## src/rtl/macrocell_pkg.sv

```systemverilog
package macrocell_pkg;
  typedef enum logic [1:0] {
    FF_D  = 2'b00,
    FF_T  = 2'b01,
    FF_JK = 2'b10,
    FF_SR = 2'b11
  } ff_type_e;
endpackage

```

## src/rtl/mc_term_sum.sv

```systemverilog
module mc_term_sum #(
  parameter int NATIVE_PT = 6,
  parameter int BORROW_PT = 4
) (
  input  logic [NATIVE_PT-1:0] native_i,
  input  logic [BORROW_PT-1:0] borrow_i,
  input  logic [BORROW_PT-1:0] free_i,
  input  logic [BORROW_PT-1:0] en_i,
  input  logic                 invert_i,
  output logic                 sum_o
);
  logic [BORROW_PT-1:0] gated;

  for (genvar g = 0; g < BORROW_PT; g++) begin : g_borrow
    assign gated[g] = borrow_i[g] & free_i[g] & en_i[g];
  end

  assign sum_o = (|native_i | |gated) ^ invert_i;
endmodule

```

## src/rtl/mc_clk_edge.sv

```systemverilog
module mc_clk_edge (
  input  logic clk_i,
  input  logic rst_ni,
  input  logic sel_i,
  input  logic pin_clk_i,
  input  logic pt_clk_i,
  output logic edge_o
);
  logic src, sample_q;

  assign src = sel_i ? pt_clk_i : pin_clk_i;

  // reset high: a source already high at release is not an edge
  always_ff @(posedge clk_i or negedge rst_ni) begin
    if (!rst_ni) sample_q <= 1'b1;
    else         sample_q <= src;
  end

  assign edge_o = src & ~sample_q;
endmodule

```

## src/rtl/mc_storage.sv

```systemverilog
module mc_storage
  import macrocell_pkg::*;
(
  input  logic     clk_i,
  input  logic     rst_ni,
  input  ff_type_e ff_type_i,
  input  logic     edge_i,
  input  logic     d_i,
  input  logic     aux_i,
  input  logic     preset_i,
  input  logic     clear_i,
  input  logic     load_i,
  input  logic     load_bit_i,
  output logic     q_o
);
  logic q, nxt;

  always_comb begin
    unique case (ff_type_i)
      FF_D:  nxt = d_i;
      FF_T:  nxt = q ^ d_i;
      FF_JK: begin
        unique case ({d_i, aux_i})
          2'b10:   nxt = 1'b1;
          2'b01:   nxt = 1'b0;
          2'b11:   nxt = ~q;
          default: nxt = q;
        endcase
      end
      default: begin
        unique case ({d_i, aux_i})
          2'b10:   nxt = 1'b1;
          2'b01:   nxt = 1'b0;
          default: nxt = q;
        endcase
      end
    endcase
  end

  always_ff @(posedge clk_i or negedge rst_ni) begin
    if (!rst_ni)       q <= 1'b0;
    else if (clear_i)  q <= 1'b0;
    else if (preset_i) q <= 1'b1;
    else if (load_i)   q <= load_bit_i;
    else if (edge_i)   q <= nxt;
  end

  assign q_o = q;
endmodule

```

## src/rtl/logic_macrocell.sv

```systemverilog
module logic_macrocell
  import macrocell_pkg::*;
#(
  parameter int NATIVE_PT = 6,
  parameter int BORROW_PT = 4,
  parameter int DATA_W    = 8,
  parameter int BIT_POS   = 0
) (
  input  logic                 clk_i,
  input  logic                 rst_ni,
  input  logic [NATIVE_PT-1:0] native_pt_i,
  input  logic [BORROW_PT-1:0] borrow_pt_i,
  input  logic [BORROW_PT-1:0] borrow_free_i,
  input  logic [BORROW_PT-1:0] cfg_borrow_en_i,
  input  logic                 cfg_invert_i,
  input  logic [1:0]           cfg_ff_type_i,
  input  logic                 cfg_reg_out_i,
  input  logic                 cfg_clk_sel_i,
  input  logic                 clkin_i,
  input  logic                 clk_pt_i,
  input  logic                 aux_pt_i,
  input  logic                 preset_pt_i,
  input  logic [1:0]           clear_pt_i,
  input  logic                 load_i,
  input  logic [DATA_W-1:0]    data_i,
  output logic                 pin_o,
  output logic                 feedback_o,
  output logic [DATA_W-1:0]    rd_data_o
);
  logic sum_p, ff_edge, ff_q, clear_any;

  assign clear_any = |clear_pt_i;

  mc_term_sum #(.NATIVE_PT(NATIVE_PT), .BORROW_PT(BORROW_PT)) u_sum (
    .native_i (native_pt_i),
    .borrow_i (borrow_pt_i),
    .free_i   (borrow_free_i),
    .en_i     (cfg_borrow_en_i),
    .invert_i (cfg_invert_i),
    .sum_o    (sum_p)
  );

  mc_clk_edge u_edge (
    .clk_i     (clk_i),
    .rst_ni    (rst_ni),
    .sel_i     (cfg_clk_sel_i),
    .pin_clk_i (clkin_i),
    .pt_clk_i  (clk_pt_i),
    .edge_o    (ff_edge)
  );

  mc_storage u_ff (
    .clk_i      (clk_i),
    .rst_ni     (rst_ni),
    .ff_type_i  (ff_type_e'(cfg_ff_type_i)),
    .edge_i     (ff_edge),
    .d_i        (sum_p),
    .aux_i      (aux_pt_i),
    .preset_i   (preset_pt_i),
    .clear_i    (clear_any),
    .load_i     (load_i),
    .load_bit_i (data_i[BIT_POS]),
    .q_o        (ff_q)
  );

  assign pin_o      = cfg_reg_out_i ? ff_q : sum_p;
  assign feedback_o = pin_o;

  for (genvar b = 0; b < DATA_W; b++) begin : g_rd
    if (b == BIT_POS) begin : g_own
      assign rd_data_o[b] = ff_q;
    end else begin : g_pass
      assign rd_data_o[b] = data_i[b];
    end
  end
endmodule

```

## config.mk

```make
export PLATFORM = sky130hd
export DESIGN_NAME = logic_macrocell
export DESIGN_NICKNAME = d
export VERILOG_FILES = /design/src/rtl/macrocell_pkg.sv /design/src/rtl/mc_term_sum.sv /design/src/rtl/mc_clk_edge.sv /design/src/rtl/mc_storage.sv /design/src/rtl/logic_macrocell.sv
export SDC_FILE = /design/constraint.sdc
export NUM_CORES = 1
export LEC_CHECK = 0
export ABC_AREA = 0
export BUFFER_PORTS_ARGS = -buffer_cell sky130_fd_sc_hd__buf_2
export CORE_AREA = 2 2 39 41
export CTS_CLUSTER_DIAMETER = 50
export DETAILED_ROUTE_END_ITERATION = 12
export DIE_AREA = 0 0 41 43
export PLACE_DENSITY = 0.79
export SYNTH_ARGS = -nofsm -noshare
export SYNTH_HDL_FRONTEND = slang
export SYNTH_HIERARCHICAL = 1
export SYNTH_SLANG_ARGS = --single-unit
```

## constraint.sdc

```tcl
create_clock -name clk_i -period 1.8 [get_ports clk_i]
set_input_delay 0 -clock clk_i [delete_from_list [all_inputs] [get_ports clk_i]]
set_output_delay 0 -clock clk_i [all_outputs]
set_load 0.02 [all_outputs]
```

==> results_dict.tcl <==
set metrics [dict create \
    outcome "finished clean" \
    reg2reg_depth 3 \
    arrival_ps 1540 \
    synth_area_um2 304 \
    start_util_pct 22.0 \
    clk_pin_slew_ps 40 \
    pwr_density_cell_mw_per_mm2 521 \
    dieArea_mm2 0.00176 \
    grt_pass1_vias 385 \
    min_path_cells 0 \
    crit_required_ps 1930 \
    cts-root-buf "clkbuf_4" \
    yosys.area_share.simple_pct 31.3 \
    final_cell_area_um2 475 \
    async_flop_share_pct 100 \
    start_kind "register" \
    finalMaxSlewViolations 0 \
    clock_skew_ps 8.92 \
    cts_buffers 3 \
    drc_errors 0 \
    ys_types 21 \
    drt-initial-drc-count 0 \
    hold_path_class "primary input to primary output" \
    place_inst 77 \
    syn_nets 74 \
    setup_viol 0 \
    worstSetupEndpointType "register" \
    path_cells "and4b_1 > or4_1 > o32ai_1" \
    final_cells 82 \
    postRouteAntennaNets 0 \
    slew_headroom_pct 84.9 \
    avgSynthCellArea_um2 8.94 \
    vias 358 \
    synthXorXnorAreaFrac_pct 5.76 \
    syn_inst 34 \
    crit_path_top_delay_cell "or4_1" \
    max_cap_violations 0 \
    io_buffers 35 \
    crit_fanout 6 \
    cts_max_level 1 \
    antenna_cells 0 \
    numClockSinks 2 \
    yosysSeqAreaShare_pct 16.9 \
    fp-row-count 14 \
    critical_path.max_stage_delay_ps 460 \
    fmax_mhz 711 \
    layout.nets 107 \
    grt_pass1_wl_um 1320 \
    dr.pass1.iters 1 \
    grt.overflow.total 0 \
    yosys.area_share.adder_pct 0 \
    synth_top_flop_cell "dfstp_2" \
    path_class "register to register" \
    muxShareOfSynthArea_pct 9.88 \
    post-route-period-util_pct 78.1 \
    wl_um 760 \
    layout-drive-gt1-share_pct 68.2 \
    tns_ps 0 \
    finalWorstSetupSlack_ps 394 \
    ir_drop_mv 0.163 \
    worst_slew_pin_slew_ps 226 \
    syn_to_final_growth_pct 56.4 \
    coreArea_mm2 0.00138 \
    die_h_um 43 \
    leakage_nw 0.257 \
    yosys_warnings 6 \
    final_core_util_pct 34.4 \
    clk_latency_ps 230 \
    synth-seq-cells 2 \
    period_needed_ps 1410 \
    synth_edf_count 0 \
    synth_top_family_by_area "simple AND/OR/NAND/NOR gates" \
    cts_max_path_buffers 2 \
    place_congestion 0.690 \
    final-hold-violation-count 0 \
    wl_per_cell_um 9.27 \
    synth-compound-area-share_pct 12.8 \
    grt_max_degree 7 \
    vias_per_cell 4.37 \
    place_area_um2 439 \
    die_w_um 41 \
    pre_cts_slack_ps 290 \
    track_usage_pct 11.4 \
    cts_tree "yes" \
    rsz0062_at_grt "no" \
    antenna_found_initial 0 \
    io_pins 50 \
]
## flip-flops by register name, summed over array words and instances, names as in the netlist
name	cells
u_edge/sample_q	1
u_ff/q_o	1
## synth_stat cells, types with 2 or more instances
cell type	instances	area, um2
buf_4	9	67.6
xor2_1	2	17.5
a31oi_1	2	12.5
and3_1	2	12.5
a21oi_1	2	10.0
mux2_4	2	30.0
## routing by layer
metal	up-vias	part of all wire, %	track usage (%)
met4	0	0	9.33
met2	21	52	17.2
met3	0	12	6.28
met5	-	0	0
met1	157	36	10.5
li1	180	-	-
## area by class of cell
class / instances / area [um2]
Timing Repair Buffer: 37 / 193
Inverter: 1 / 3.75
Multi-Input combinational cell: 22 / 181
Tap cell: 16 / 20.0
Clock buffer: 4 / 26.3
Sequential cell: 2 / 51.3
Fill cell: 159 / 908
## critical path: cells and delay by family, from the launching register on
| kind | cells | cell delay (ps) |
|---|---|---|
| simple gates | 2 | 680 |
| flops | 1 | 410 |
| compound gates | 1 | 220 |
## final timing paths
kind / startpoint / to / slack, ps
max: u_ff/q_o / u_ff/q_o / 390
min: data_i[3] / rd_data_o[3] / 0.009
min reg2reg: u_ff/q_o / u_ff/q_o / 750
min in group asynchronous: rst_ni / u_ff/q_o / 80
max reg2reg: u_ff/q_o / u_ff/q_o / 390
max in group asynchronous: rst_ni / u_edge/sample_q / 1520
## logic make-up after synthesis
kind of cell / Yosys count
muxes: 2
DFF: 2
and+or+nand+nor: 12
AOI/OAI and AO/OA: 6
buffers and inverters: 10
xor gates and xnor gates: 2
## cells in the final DEF (no fill, tap or decap), types with 2 or more instances in the layout
cell / n
buf_2: 35
clkbuf_4: 3
mux2_4: 2
xor2_1: 2
a21oi_1: 2
and3_1: 2
a31oi_1: 2
## timing repair
item                      in CTS  in global routing
hold endpoints to repair       2                  0
buffers inserted               0                  0
resized for setup              0                  0
hold buffers                   1                  0
## per-stage QoR
stage | power (mW) | hold WS (ps)
global placement | 0.132 | -212
detailed placement | 0.134 | -213
global route | 0.271 | 0.0317
floorplan | 0.113 | -296
finish | 0.248 | 0.00885
CTS | 0.254 | 0.137
## where the power goes
| group | total (mW) | switching, mW | internal, mW |
|---|---|---|---|
| Clock | 0.113 | 0.0305 | 0.0826 |
| Combinational | 0.0814 | 0.0333 | 0.0481 |
| Sequential | 0.0533 | 0.00346 | 0.0498 |
Note: power is estimated with default switching activity, not from simulation.
